**src/rtl/irq_gather_pkg.sv**
```systemverilog
package irq_gather_pkg;

   typedef enum logic [2:0] {
      SEL_NONE,
      SEL_STAT,
      SEL_RAW,
      SEL_MSET,
      SEL_MCLR
   } reg_sel_e;

   localparam int unsigned MAX_SRC  = 32;
   localparam int unsigned MAX_SYNC = 4;

endpackage

```
**src/rtl/irq_gather_sync.sv**
```systemverilog
module irq_gather_sync #(
   parameter int unsigned WIDTH  = 16,
   parameter int unsigned STAGES = 2
) (
   input  logic             clk,
   input  logic             rst_n,
   input  logic [WIDTH-1:0] d,
   output logic [WIDTH-1:0] q
);

   generate
      if (STAGES == 0) begin : g_bypass
         assign q = d;
      end else begin : g_chain
         logic [WIDTH-1:0] stg [STAGES];
         always_ff @(posedge clk or negedge rst_n) begin
            if (!rst_n) begin
               for (int s = 0; s < STAGES; s++) stg[s] <= '0;
            end else begin
               stg[0] <= d;
               for (int s = 1; s < STAGES; s++) stg[s] <= stg[s-1];
            end
         end
         assign q = stg[STAGES-1];
      end
   endgenerate

endmodule

```
**src/rtl/irq_gather_flags.sv**
```systemverilog
module irq_gather_flags #(
   parameter int unsigned NSRC = 16
) (
   input  logic            clk,
   input  logic            rst_n,
   input  logic [NSRC-1:0] req_s,
   input  logic [NSRC-1:0] clr_pend,
   input  logic [NSRC-1:0] set_en,
   input  logic [NSRC-1:0] clr_en,
   output logic [NSRC-1:0] pend,
   output logic [NSRC-1:0] en
);

   for (genvar i = 0; i < NSRC; i++) begin : g_line
      logic pend_q;
      logic en_q;
      always_ff @(posedge clk or negedge rst_n) begin
         if (!rst_n) begin
            pend_q <= 1'b0;
            en_q   <= 1'b0;
         end else begin
            pend_q <= req_s[i] | (pend_q & ~clr_pend[i]);
            en_q   <= set_en[i] | (en_q & ~clr_en[i]);
         end
      end
      assign pend[i] = pend_q;
      assign en[i]   = en_q;
   end

endmodule

```
**src/rtl/irq_gather_regs.sv**
```systemverilog
module irq_gather_regs
   import irq_gather_pkg::*;
#(
   parameter int unsigned          NSRC     = 16,
   parameter int unsigned          ADDR_W   = 8,
   parameter logic [ADDR_W-1:0]    OFS_STAT = 'h16,
   parameter logic [ADDR_W-1:0]    OFS_RAW  = 'h18,
   parameter logic [ADDR_W-1:0]    OFS_MSET = 'h1A,
   parameter logic [ADDR_W-1:0]    OFS_MCLR = 'h1C
) (
   input  logic              clk,
   input  logic              rst_n,
   input  logic              bus_sel,
   input  logic              bus_wr,
   input  logic [ADDR_W-1:0] bus_addr,
   input  logic [NSRC-1:0]   bus_wdata,
   input  logic [NSRC-1:0]   pend,
   input  logic [NSRC-1:0]   en,
   input  logic [NSRC-1:0]   req_s,
   output logic [NSRC-1:0]   clr_pend,
   output logic [NSRC-1:0]   set_en,
   output logic [NSRC-1:0]   clr_en,
   output logic [NSRC-1:0]   bus_rdata
);

   reg_sel_e         sel;
   logic             wr_stb;
   logic             rd_stb;
   logic [NSRC-1:0]  rd_mux;
   logic [NSRC-1:0]  rdata_q;

   always_comb begin
      sel = SEL_NONE;
      if (bus_addr == OFS_STAT)      sel = SEL_STAT;
      else if (bus_addr == OFS_RAW)  sel = SEL_RAW;
      else if (bus_addr == OFS_MSET) sel = SEL_MSET;
      else if (bus_addr == OFS_MCLR) sel = SEL_MCLR;
   end

   assign wr_stb = bus_sel &  bus_wr;
   assign rd_stb = bus_sel & ~bus_wr;

   assign clr_pend = (wr_stb && sel == SEL_STAT) ? bus_wdata : '0;
   assign set_en   = (wr_stb && sel == SEL_MSET) ? bus_wdata : '0;
   assign clr_en   = (wr_stb && sel == SEL_MCLR) ? bus_wdata : '0;

   always_comb begin
      case (sel)
         SEL_STAT:           rd_mux = pend;
         SEL_RAW:            rd_mux = req_s;
         SEL_MSET, SEL_MCLR: rd_mux = en;
         default:            rd_mux = '0;
      endcase
   end

   always_ff @(posedge clk or negedge rst_n) begin
      if (!rst_n)      rdata_q <= '0;
      else if (rd_stb) rdata_q <= rd_mux;
   end

   assign bus_rdata = rdata_q;

endmodule

```
**src/rtl/irq_gather_ctrl.sv**
```systemverilog
module irq_gather_ctrl
   import irq_gather_pkg::*;
#(
   parameter int unsigned          NSRC        = 16,
   parameter int unsigned          ADDR_W      = 8,
   parameter int unsigned          SYNC_STAGES = 2,
   parameter logic [ADDR_W-1:0]    OFS_STAT    = 'h16,
   parameter logic [ADDR_W-1:0]    OFS_RAW     = 'h18,
   parameter logic [ADDR_W-1:0]    OFS_MSET    = 'h1A,
   parameter logic [ADDR_W-1:0]    OFS_MCLR    = 'h1C
) (
   input  logic              clk,
   input  logic              rst_n,
   input  logic [NSRC-1:0]   req_in,
   input  logic              bus_sel,
   input  logic              bus_wr,
   input  logic [ADDR_W-1:0] bus_addr,
   input  logic [NSRC-1:0]   bus_wdata,
   output logic [NSRC-1:0]   bus_rdata,
   output logic              irq_out
);

   generate
      if (NSRC < 1 || NSRC > MAX_SRC) begin : g_bad_nsrc
         $error("irq_gather_ctrl: NSRC out of range");
      end
      if (SYNC_STAGES > MAX_SYNC) begin : g_bad_sync
         $error("irq_gather_ctrl: SYNC_STAGES too deep");
      end
      if (OFS_STAT == OFS_RAW || OFS_STAT == OFS_MSET || OFS_STAT == OFS_MCLR ||
          OFS_RAW == OFS_MSET || OFS_RAW == OFS_MCLR || OFS_MSET == OFS_MCLR) begin : g_bad_ofs
         $error("irq_gather_ctrl: register offsets overlap");
      end
   endgenerate

   logic [NSRC-1:0] req_s_w;
   logic [NSRC-1:0] pend_w;
   logic [NSRC-1:0] en_w;
   logic [NSRC-1:0] clr_pend_w;
   logic [NSRC-1:0] set_en_w;
   logic [NSRC-1:0] clr_en_w;
   logic            irq_q;

   irq_gather_sync #(.WIDTH(NSRC), .STAGES(SYNC_STAGES)) u_sync (
      .clk   (clk),
      .rst_n (rst_n),
      .d     (req_in),
      .q     (req_s_w)
   );

   irq_gather_regs #(
      .NSRC(NSRC), .ADDR_W(ADDR_W),
      .OFS_STAT(OFS_STAT), .OFS_RAW(OFS_RAW),
      .OFS_MSET(OFS_MSET), .OFS_MCLR(OFS_MCLR)
   ) u_regs (
      .clk       (clk),
      .rst_n     (rst_n),
      .bus_sel   (bus_sel),
      .bus_wr    (bus_wr),
      .bus_addr  (bus_addr),
      .bus_wdata (bus_wdata),
      .pend      (pend_w),
      .en        (en_w),
      .req_s     (req_s_w),
      .clr_pend  (clr_pend_w),
      .set_en    (set_en_w),
      .clr_en    (clr_en_w),
      .bus_rdata (bus_rdata)
   );

   irq_gather_flags #(.NSRC(NSRC)) u_flags (
      .clk      (clk),
      .rst_n    (rst_n),
      .req_s    (req_s_w),
      .clr_pend (clr_pend_w),
      .set_en   (set_en_w),
      .clr_en   (clr_en_w),
      .pend     (pend_w),
      .en       (en_w)
   );

   always_ff @(posedge clk or negedge rst_n) begin
      if (!rst_n) irq_q <= 1'b0;
      else        irq_q <= |(pend_w & en_w);
   end

   assign irq_out = irq_q;

endmodule

```
**config.mk**
```make
export PLATFORM = sky130hd
export DESIGN_NAME = irq_gather_ctrl
export DESIGN_NICKNAME = d
export VERILOG_FILES = /design/src/rtl/irq_gather_pkg.sv /design/src/rtl/irq_gather_sync.sv /design/src/rtl/irq_gather_flags.sv /design/src/rtl/irq_gather_regs.sv /design/src/rtl/irq_gather_ctrl.sv
export SDC_FILE = /design/constraint.sdc
export NUM_CORES = 1
export LEC_CHECK = 0
export BUFFER_PORTS_ARGS = -buffer_cell sky130_fd_sc_hd__buf_2
export CORE_ASPECT_RATIO = 1.75
export CORE_MARGIN = 2
export CORE_UTILIZATION = 30
export CTS_CLUSTER_DIAMETER = 40
export CTS_CLUSTER_SIZE = 10
export DETAILED_ROUTE_END_ITERATION = 16
export GPL_TIMING_DRIVEN = 0
export PLACE_DENSITY_LB_ADDON = 0.1
export SYNTH_ARGS = -nofsm -noshare
export SYNTH_HDL_FRONTEND = slang
export SYNTH_SLANG_ARGS = --single-unit
```
**constraint.sdc**
```tcl
create_clock -name clk -period 1.4 [get_ports clk]
set_input_delay 0.07 -clock clk [delete_from_list [all_inputs] [get_ports clk]]
set_output_delay 0.07 -clock clk [all_outputs]
set_load 0.02 [all_outputs]
```
==> impl_metrics.yaml <==
route:
  drt_iter0_drc: 199
  dr.pass1.iters: 5
  vias: 2895
  vias_per_cell: 5.371
  ant_nets: 0
  drc: 0
  wl_per_cell_um: 20.37
  wl_mm: 10.98
global_routing:
  track_usage_pct: 18.31
  grt_pass1_wl_mm: 17.13
  antenna_found_initial: 0
  grt_pass1_vias: 2952
  top_usage_layer: "met2"
  grtUsageMet1_pct: 23.97
  grt-ovfl-total: 0
  grt_max_degree: 57
  met3_usage_pct: 3.109
  grt_use_met2_pct: 29.65
pwr:
  switching_share_pct: 22.13
  p_seq_share_pct: 43.6
  p_comb_share_pct: 7.4
  power.density_nw_per_um2: 1210
  leakage_nw: 1.997
  power.total_mw: 5.579
  peakVddDrop_uv: 855.1
  clock_power_share_pct: 48.9
  p_sw_mw: 1.235
  internal-power_mw: 4.344
sta:
  clock_skew_ns: 0.008010
  rsz0062_at_grt: "false"
  max_freq_mhz: 732.0
  final-hold-violation-count: 0
  period_needed_ns: 1.366
  drv_slew: 0
  relSlewSlack_pct: 54.42
  fin_crit_sh_pct: 97.59
  worstMarginPinSlew_ns: 0.6837
  setup_violations: 0
synth:
  synthCells: 309
  syn_area_per_cell_um2: 11.22
  synthesis.area_um2: 3466
  synth_cell_types: 31
  synth_compound_area_share_pct: 18.30
  synth-simple-area-share_pct: 15.85
  synthXorXnorAreaFrac_pct: 0.2527
  synth_fp_nets: 353
  synthAdderAreaFrac_pct: 0
  yosysSeqAreaShare_pct: 58.48
  synthMuxAreaShare_pct: 0
  synth-seq-cells: 81
  synthFlopType: "dfrtp_1"
  synthArstFlopShare_pct: 100.0
  synth_top_family_by_area: "compound AO/OA/AOI/OAI gates"
  yosys_warnings: 0
  synth_edf_count: 0
die:
  fp.dieH_um: 146.2
  io_pins: 61
  die_w_um: 85.25
  rows: 52
  dieArea_um2: 12460
  core_um2: 11390
  initial_core_util_pct: 30.44
place:
  placed_cell_area_um2: 3974
  dpl.hpwl_mm: 7.463
  place_congestion: 0.7690
  io_buffer_count: 56
critical_path:
  path_cells: "buf_2 > nand3b_1 > or4_4 > buf_6 > buf_8 > o221ai_2"
  r2r_end: "irq_out"
  end_kind: "register"
  startpoint_type: "input port"
  crit_type: "input port to register"
  worst-endpoint-arrival_ns: 1.62
  cp_data_required_time_ns: 1.65
  crit_slowest_cell: "or4_4"
  slowest_delay_ns: 0.61
  reg2regPathDepth: 3
  crit_fanout: 10
  r2r_start: "u_flags.g_line[13].pend_q"
  rrSetupSlack_ns: 0.09
layout:
  fillers: 1122
  final_cell_mix: "81 x dfrtp_1, 56 x buf_2, 32 x inv_1, 18 x dlygate4sd3_1"
  final_common_cell: "dfrtp_1"
  drive_gt1_share_pct: 27.97
  num-nets-final: 444
  n_antenna_cell: 0
  syn2layout_area_growth_pct: 33.03
  fin_area_um2: 4611
clock_network:
  cts-buffers-inserted: 9
  cts_tree: "done"
  worstSkewPairLatency_ns: 0.34
  clock-sinks: 81
  clk_pin_slew_worst_paths_ns: 0.06
  clockBufferDepth: 2
  htreeDepth: 3
  root_buffer: "clkbuf_16"
worst_hold_path:
  min_path_type: "input port to register"
  hold_path_end: "u_flags.g_line[1].en_q"
  worstHoldPathCells: 3
  min_from: "bus_wdata[1]"
job:
  maxCapViolations: 0
run_status:
  outcome: "completed"
cell usage after synthesis, types with 2 or more instances:
cell	number	area, µm²
inv_1	32	120.1
o41ai_1	16	140.1
o221ai_1	6	52.55
o21ai_0	16	80.08
nand2_1	16	60.06
a22oi_1	16	120.1
nand4_1	17	106.4
nand3_1	16	80.08
dfrtp_1	81	2027
buf_2	2	10.01
a22o_1	4	35.03
clkbuf_1	23	86.33
a221oi_1	4	35.03
nor4_1	16	100.1
o221ai_2	10	150.1
nand3b_1	2	15.01
nand2b_1	18	112.6
critical path: cells and delay by family:
kind | cells | cell delay, ns
buffers and inverters | 3 | 0.42
AND/OR/NAND/NOR | 2 | 0.96
AO/OA/AOI/OAI | 1 | 0.16
metrics by stage:
step	hold WS [ns]	util (%)	setup WS [ns]	cells	TNS [ns]
global placement	0.1771	34.64	-0.7559	500	-53.94
finish	0.01477	40.49	0.03380	539	0
global route	0.03400	40.49	0.004084	539	0
floorplan	-0.2256	-	-0.07989	309	-0.7988
CTS	0.006307	39.87	0.003539	536	0
detailed placement	0.01079	34.90	-0.8153	501	-18.83
worst max path at each step:
stage / start / end / slack [ns] / depth (start not counted)
4_1_cts: u_flags.g_line[14].pend_q / irq_out / 0.004 / 3
3_3_place_gp: bus_addr[2] / u_regs.bus_rdata[4] / -0.76 / 5
3_5_place_dp: bus_addr[2] / u_regs.bus_rdata[4] / -0.82 / 5
6_report: bus_addr[5] / u_regs.bus_rdata[10] / 0.03 / 6
5_1_grt: bus_addr[5] / u_regs.bus_rdata[8] / 0.004 / 6
2_1_floorplan: bus_addr[6] / u_regs.bus_rdata[14] / -0.08 / 6
power by group through the flow:
stage / logic, mW / registers (mW) / clock network [mW]
2_1_floorplan: 0.153 / 2.47 / 0
6_report: 0.415 / 2.43 / 2.73
3_3_place_gp: 0.349 / 2.48 / 0
5_1_grt: 0.456 / 2.44 / 2.91
4_1_cts: 0.412 / 2.44 / 2.80
3_5_place_dp: 0.363 / 2.48 / 0
logic make-up after synthesis:
family          count (synthesis)
flops                          81
simple gates                   93
compound gates                 74
buf+inv                        60
xor+xnor                        1
registers in the layout, indices dropped and copies added (netlist names):
register               flops
irq_out                    1
u_sync.q                  16
u_flags.g_line.pend_q     16
u_regs.bus_rdata          16
u_flags.g_line.en_q       16
u_sync.g_chain.stg        16
layer usage:
layer / vias to the layer above / share of wire (%)
met5: - / 0
met3: 20 / 3.8
met2: 90 / 51
met1: 1449 / 42
met4: 0 / 3.0
li1: 1336 / -
area by class of cell:
type | instances | area, µm² | area share, %
sequential | 81 | 2027 | 43.96
multi-input combinational | 168 | 1265 | 27.44
clock buffer | 10 | 239.0 | 5.183
clock inverter | 5 | 103.9 | 2.252
inverter | 32 | 120.1 | 2.605
timing repair buffer | 80 | 528.0 | 11.45
buffer | 28 | 158.9 | 3.446
tap | 135 | 168.9 | 3.664
timing repair:
item / in CTS / in global routing
endpoints found under the hold margin: 42 / 0
pin swaps: 0 / 1
resized for setup: 7 / 15
setup endpoints to repair: 18 / 30
hold buffers: 18 / 0
setup buffers: 2 / 3
Power figures use the tool's default switching activity.
